--- config.mk ---
export PLATFORM = sky130hd
export DESIGN_NAME = mem_err_capture
export DESIGN_NICKNAME = d
export VERILOG_FILES = /design/src/rtl/mecu_pkg.sv /design/src/rtl/mecu_qualify.sv /design/src/rtl/mecu_select.sv /design/src/rtl/mecu_capture.sv /design/src/rtl/mem_err_capture.sv
export SDC_FILE = /design/constraint.sdc
export NUM_CORES = 1
export LEC_CHECK = 0
export BUFFER_PORTS_ARGS = -buffer_cell sky130_fd_sc_hd__buf_4
export CAP_MARGIN = 20
export CORE_MARGIN = 2
export CORE_UTILIZATION = 44
export CTS_BUF_LIST = sky130_fd_sc_hd__clkbuf_16
export DETAILED_ROUTE_END_ITERATION = 8
export PLACE_DENSITY = 0.77
export SLEW_MARGIN = 20
export SYNTH_ARGS = -nofsm -noshare
export SYNTH_HDL_FRONTEND = slang
export SYNTH_SLANG_ARGS = --single-unit
--- constraint.sdc ---
create_clock -name clk -period 2.4 [get_ports clk]
set_input_delay 0.36 -clock clk [delete_from_list [all_inputs] [get_ports clk]]
set_output_delay 0.36 -clock clk [all_outputs]
set_load 0.01 [all_outputs]
--- src/rtl/mecu_pkg.sv ---
package mecu_pkg;
  typedef struct packed {
    logic ue;
    logic pe;
    logic zero;
    logic ce;
  } err_evt_t;

  typedef enum logic [2:0] {
    CAP_NONE = 3'd0,
    CAP_UE   = 3'd1,
    CAP_PE   = 3'd2,
    CAP_ZERO = 3'd3,
    CAP_CE   = 3'd4
  } cap_src_t;
endpackage

--- src/rtl/mecu_qualify.sv ---
module mecu_qualify
  import mecu_pkg::*;
#(
  parameter int ADDR_W = 16
) (
  input  logic              valid,
  input  logic [ADDR_W-1:0] addr,
  input  logic              ce,
  input  logic              ue,
  input  logic              pe,
  input  logic              chk_en,
  input  logic              parity_mode,
  input  logic              mem_dram,
  input  logic              zero_chk_dis,
  output err_evt_t          evt
);
  logic ecc_live;
  logic par_live;
  logic addr_is_zero;

  always_comb begin
    ecc_live     = chk_en && !parity_mode && mem_dram;
    par_live     = chk_en && parity_mode;
    addr_is_zero = (addr == '0);
    evt.ue   = valid && ecc_live && ue;
    evt.ce   = valid && ecc_live && ce;
    evt.pe   = valid && par_live && pe;
    evt.zero = valid && !zero_chk_dis && addr_is_zero;
  end
endmodule

--- src/rtl/mecu_select.sv ---
module mecu_select
  import mecu_pkg::*;
#(
  parameter int ADDR_W = 16,
  parameter int SYN_W  = 8
) (
  input  err_evt_t          evt,
  input  logic              latch_sbe,
  input  logic [ADDR_W-1:0] addr,
  input  logic [SYN_W-1:0]  syndrome,
  output cap_src_t          src,
  output logic              cap_valid,
  output logic [ADDR_W-1:0] cap_addr,
  output logic [SYN_W-1:0]  cap_syn
);
  always_comb begin
    if (evt.ue)                  src = CAP_UE;
    else if (evt.pe)             src = CAP_PE;
    else if (evt.zero)           src = CAP_ZERO;
    else if (evt.ce && latch_sbe) src = CAP_CE;
    else                         src = CAP_NONE;
  end

  always_comb begin
    cap_valid = (src != CAP_NONE);
    cap_addr  = addr;
    unique case (src)
      CAP_UE, CAP_PE, CAP_CE: cap_syn = syndrome;
      default:                cap_syn = '0;
    endcase
  end
endmodule

--- src/rtl/mecu_capture.sv ---
module mecu_capture
  import mecu_pkg::*;
#(
  parameter int ADDR_W = 16,
  parameter int SYN_W  = 8
) (
  input  logic              clk,
  input  logic              rst_n,
  input  logic              clr,
  input  logic              freeze,
  input  logic              cap_valid,
  input  logic [ADDR_W-1:0] cap_addr,
  input  logic [SYN_W-1:0]  cap_syn,
  input  err_evt_t          evt,
  output logic [ADDR_W-1:0] addr_q,
  output logic [SYN_W-1:0]  syn_q,
  output logic              frozen_q,
  output err_evt_t          flags_q
);
  logic     held;
  logic     load;
  logic     frozen_d;
  err_evt_t flags_d;

  always_comb begin
    held     = frozen_q && !clr;
    load     = cap_valid && !(freeze && held);
    frozen_d = held || (load && freeze);
    flags_d  = (clr ? err_evt_t'('0) : flags_q) | evt;
  end

  always_ff @(posedge clk) begin
    if (!rst_n) begin
      addr_q   <= '0;
      syn_q    <= '0;
      frozen_q <= 1'b0;
      flags_q  <= '0;
    end else begin
      frozen_q <= frozen_d;
      flags_q  <= flags_d;
      if (load) begin
        addr_q <= cap_addr;
        syn_q  <= cap_syn;
      end
    end
  end


  frozen_hold_chk: assert property (@(posedge clk) disable iff (!rst_n)
    frozen_q && freeze && !clr |=> $stable(addr_q) && $stable(syn_q));


  clear_drop_chk: assert property (@(posedge clk) disable iff (!rst_n)
    clr && (evt == '0) |=> !frozen_q && (flags_q == '0) && $stable(addr_q) && $stable(syn_q));
endmodule

--- src/rtl/mem_err_capture.sv ---
module mem_err_capture
  import mecu_pkg::*;
#(
  parameter int ADDR_W = 16,
  parameter int SYN_W  = 8
) (
  input  logic              clk,
  input  logic              rst_n,
  input  logic              acc_valid,
  output logic              acc_ready,
  input  logic [ADDR_W-1:0] acc_addr,
  input  logic [SYN_W-1:0]  acc_syndrome,
  input  logic              acc_ce,
  input  logic              acc_ue,
  input  logic              acc_pe,
  input  logic              cfg_chk_en,
  input  logic              cfg_parity_mode,
  input  logic              cfg_mem_dram,
  input  logic              cfg_zero_chk_dis,
  input  logic              cfg_latch_sbe,
  input  logic              cfg_freeze,
  input  logic              clr_pulse,
  output logic [ADDR_W-1:0] err_addr,
  output logic [SYN_W-1:0]  err_syndrome,
  output logic              frozen,
  output logic              flag_ue,
  output logic              flag_pe,
  output logic              flag_zero,
  output logic              flag_ce
);
  err_evt_t          evt;
  err_evt_t          flags;
  cap_src_t          src;
  logic              cap_valid;
  logic [ADDR_W-1:0] cap_addr;
  logic [SYN_W-1:0]  cap_syn;

  assign acc_ready = 1'b1;

  mecu_qualify #(.ADDR_W(ADDR_W)) u_qual (
    .valid(acc_valid), .addr(acc_addr), .ce(acc_ce), .ue(acc_ue), .pe(acc_pe),
    .chk_en(cfg_chk_en), .parity_mode(cfg_parity_mode), .mem_dram(cfg_mem_dram),
    .zero_chk_dis(cfg_zero_chk_dis), .evt(evt)
  );

  mecu_select #(.ADDR_W(ADDR_W), .SYN_W(SYN_W)) u_sel (
    .evt(evt), .latch_sbe(cfg_latch_sbe), .addr(acc_addr), .syndrome(acc_syndrome),
    .src(src), .cap_valid(cap_valid), .cap_addr(cap_addr), .cap_syn(cap_syn)
  );

  mecu_capture #(.ADDR_W(ADDR_W), .SYN_W(SYN_W)) u_cap (
    .clk(clk), .rst_n(rst_n), .clr(clr_pulse), .freeze(cfg_freeze),
    .cap_valid(cap_valid), .cap_addr(cap_addr), .cap_syn(cap_syn), .evt(evt),
    .addr_q(err_addr), .syn_q(err_syndrome), .frozen_q(frozen), .flags_q(flags)
  );

  assign flag_ue   = flags.ue;
  assign flag_pe   = flags.pe;
  assign flag_zero = flags.zero;
  assign flag_ce   = flags.ce;


  chk_off_quiet_chk: assert property (@(posedge clk) disable iff (!rst_n)
    acc_valid && !cfg_chk_en && cfg_zero_chk_dis && !clr_pulse
    |=> $stable(err_addr) && $stable(err_syndrome) && $stable(flags));


  sbe_no_latch_chk: assert property (@(posedge clk) disable iff (!rst_n)
    acc_valid && acc_ce && !acc_ue && !acc_pe && !cfg_latch_sbe && !clr_pulse
      && (cfg_zero_chk_dis || acc_addr != '0)
    |=> $stable(err_addr) && $stable(err_syndrome) && $stable(frozen));


  overwrite_chk: assert property (@(posedge clk) disable iff (!rst_n)
    acc_valid && acc_ue && cfg_chk_en && !cfg_parity_mode && cfg_mem_dram && !cfg_freeze
    |=> err_addr == $past(acc_addr) && err_syndrome == $past(acc_syndrome));


  src_order_chk: assert property (@(posedge clk) disable iff (!rst_n)
    (src == CAP_CE) |-> !evt.ue && !evt.pe && !evt.zero);
endmodule

==> results.md <==
- Slew Viols, Final: 0
- Comb power frac: 11.5%
- Synth async-reset ratio: 0%
- Die Height: 57.35 microns
- Routed WL: 3017 microns
- Critical path data required time: 2.60 ns
- Core area: 2734 sq um
- First-pass GRT wire length: 5133 microns
- Crit path capture type: register
- Largest net degree at the start of global routing: 47
- Flops & latches, synth: 29
- Worst-path clk slew: 0.04 ns
- Synth area leaders: dfxtp_1 46%, mux2i_1 13%, nand2_1 13%
- Final Net Count: 246
- CTS resizes: 0
- Leakage: 0.8714 nW
- Die W: 57.35 microns
- Total die area: 3289 sq um
- Min Clock Period, post-route: 1.775 ns
- Share of layout cells above drive strength 1: 35.24%
- Final Util: 68.38%
- Post-Synth Simple-Gate Area: 23.58%
- Crit path max fanout: 11
- Layout Skew: 0.001088 ns
- Status: completed
- Clock share of power: 46.4%
- Initial core utilization: 45.81%
- Final GP Congestion: 0.8013
- CP max stage cell: or4_1
- Post-synthesis sequential area ratio: 46.35%
- CTS Sinks: 29
- R2R setup slack: 1.28 ns
- Most used cell, CP: buf_4
- Pint: 946.4 uW
- Synth Warn #: 0
- TNS Setup: 0 ns
- Total gr overflow: 0
- Post-route DRC violation count: 0
- Critical path launch point type: input port
- Switching power: 259.1 uW
- Port Buffers: 65
- Layout area overhead: 49.25%
- Setup violators final: 0
- Sw frac: 21.49%
- I/O pin count: 67
- Worst VDD drop: 665.3 uV
- Largest delay share family, worst path: simple AND/OR/NAND/NOR gates
- Syn_area_per_cell: 8.758 sq um
- Buffer and inverter count on the worst path: 2
- Row cnt: 19
- Cell variety after synth: 27
- CTS tree: built
- HPWL after DPL: 2293 microns
- Synth Area in Compound Gates: 9.091%
- Antenna cells: 0
- Vias in the first global route: 1162
- Syn Inst Count: 143
- Root buf cell: clkbuf_16
- Max-Cap Viols: 0
- Avg WL per Cell: 12.52 microns
- Htree depth: 2
- Fmax: 563.3 MHz
- Post-route ant nets: 0
- Pwr Density: 644.9 nW/um^2
- Final hold violations: 0
- Hold bufs inserted after CTS: 0
- Commonest register cell after synthesis: dfxtp_1
- Iter 0 DRT Violations: 29
- Crit path kind: input port to register
- Maximum clock path buffer count: 2
- Main combinational cell family by area after synthesis: simple AND/OR/NAND/NOR gates
- Via count: 1202
- EDFF count, synth: 0
- Yosys top cell area share: 46.35%
- Vias per cell: 4.988
- CP max stage delay: 0.54 ns
- RSZ-0062 raised after global routing: no
- CP Cell Sequence: buf_4 -> or4_1 -> nor3_2 -> and3_1 -> o21a_1 -> buf_4 -> mux2i_1
- Worst min-delay path class: input port to register
- Final worst slack: 0.6247 ns
- Drt pass-1 iters: 3
- Flop pwr share: 42.1%
- Xor/xnor cell area share of the yosys netlist: 0%
- Pre-CTS WS: 0.3397 ns
- Cts bufs inserted: 5
- GRT Overall Usage: 20.76%
- Multiplexer area fraction after synthesis: 12.79%
- Area leader, netlist: dfxtp_1
- Period utilization: 73.97%
- Clock Latency Late Sink: 0.27 ns
- Adder-cell share of the synthesized area: 0%
- Syn_nets: 180
- Post-Syn Area: 1252 sq um
- CP Data Arrival Time: 1.97 ns
- Initial antenna violation count: 0
- Post-CTS setup buffers: 0
[worst register-to-register path: cells and delay by family (launching register included)]
kind	cells	cell delay (ns)
AO/OA/AOI/OAI	1	0.16
buffers and inverters	1	0.22
flip-flops	1	0.32
multiplexers	1	0.22
AND/OR/NAND/NOR	1	0.12
[through the flow]
step	power, mW	std cells	instance area, sq um	hold WS [ns]
final	1.206	241	1869	0.3496
after detailed placement	0.6558	233	1733	0.4471
after global placement	0.6517	233	1733	0.4442
after floorplan	0.5780	143	1252	0.4790
after global routing	1.261	241	1869	0.3533
after CTS	1.221	241	1869	0.3473
[final cells by class]
class | instances | area (sq um)
clock buffer | 5 | 125.1
sequential | 29 | 580.6
clock inverter | 3 | 11.26
tap | 31 | 38.79
fill | 242 | 864.6
multi-input combinational | 97 | 573.1
inverter | 8 | 30.03
timing repair buffer | 68 | 510.5
[cell usage in the layout, fill, tap and decap left out]
cell type / instances
buf_4: 68
nand2_1: 42
dfxtp_1: 29
mux2i_1: 16
inv_1: 11
o22ai_1: 8
nor2b_1: 5
clkbuf_16: 5
a21oi_1: 3
nand2b_1: 3
or4_1: 3
nand3b_1: 2
o21a_1: 2
a21boi_0: 2
and4b_1: 1
nand3_1: 1
nor4b_1: 1
nor3_2: 1
nor2_1: 1
and3_1: 1
a31oi_1: 1
o211ai_1: 1
nand4_1: 1
o21ai_0: 1
conb_1: 1
[sequential cells by signal, summed over array words and instances, names as in the netlist]
| signal | cells |
|---|---|
| u_cap.flags_q | 4 |
| u_cap.frozen_q | 1 |
| u_cap.syn_q | 8 |
| u_cap.addr_q | 16 |
[cells in the mapped netlist, drive strengths merged, types with 2 or more instances]
master  instances
buf             4
mux2i          16
o22ai           8
a21oi           3
nor2b           5
inv             8
nand2b          3
o21a            2
clkbuf          5
nand2          42
or4             3
a21boi          2
nand3b          2
dfxtp          29
[cell families (layout without fill, tap and decap cells)]
kind of cell | count (synthesis) | count (layout)
simple gates | 62 | 62
flops | 29 | 29
compound gates | 18 | 18
buf+inv | 17 | 84
mux | 16 | 16
other cells | 1 | 1
[worst paths after layout]
kind                                startpoint                            to  depth (start not counted)
setup / recovery                   acc_addr[1]  u_cap.addr_q[8]$_SDFFE_PN0P_                          7
hold reg to reg   u_cap.addr_q[5]$_SDFFE_PN0P_  u_cap.addr_q[5]$_SDFFE_PN0P_                          2
hold / removal                     acc_addr[4]  u_cap.addr_q[4]$_SDFFE_PN0P_                          3
setup reg to reg     u_cap.frozen_q$_SDFF_PN0_  u_cap.addr_q[8]$_SDFFE_PN0P_                          4
[per-layer routing]
| metal | GRT usage, % | part of all wire, % | vias to the layer above |
|---|---|---|---|
| li1 | - | - | 604 |
| met4 | 9.635 | 1.2 | 0 |
| met5 | 0 | 0 | - |
| met2 | 35.55 | 52 | 46 |
| met1 | 21.76 | 38 | 548 |
| met3 | 9.070 | 9.2 | 4 |
[power by group through the flow]
stage / combinational, mW / sequential, mW / clock [mW]
2_1_floorplan: 0.0559 / 0.522 / 0
3_3_place_gp: 0.137 / 0.515 / 0
3_5_place_dp: 0.140 / 0.516 / 0
4_1_cts: 0.140 / 0.507 / 0.573
5_1_grt: 0.153 / 0.508 / 0.599
6_report: 0.139 / 0.507 / 0.559
(Power assumes the default switching activity.)
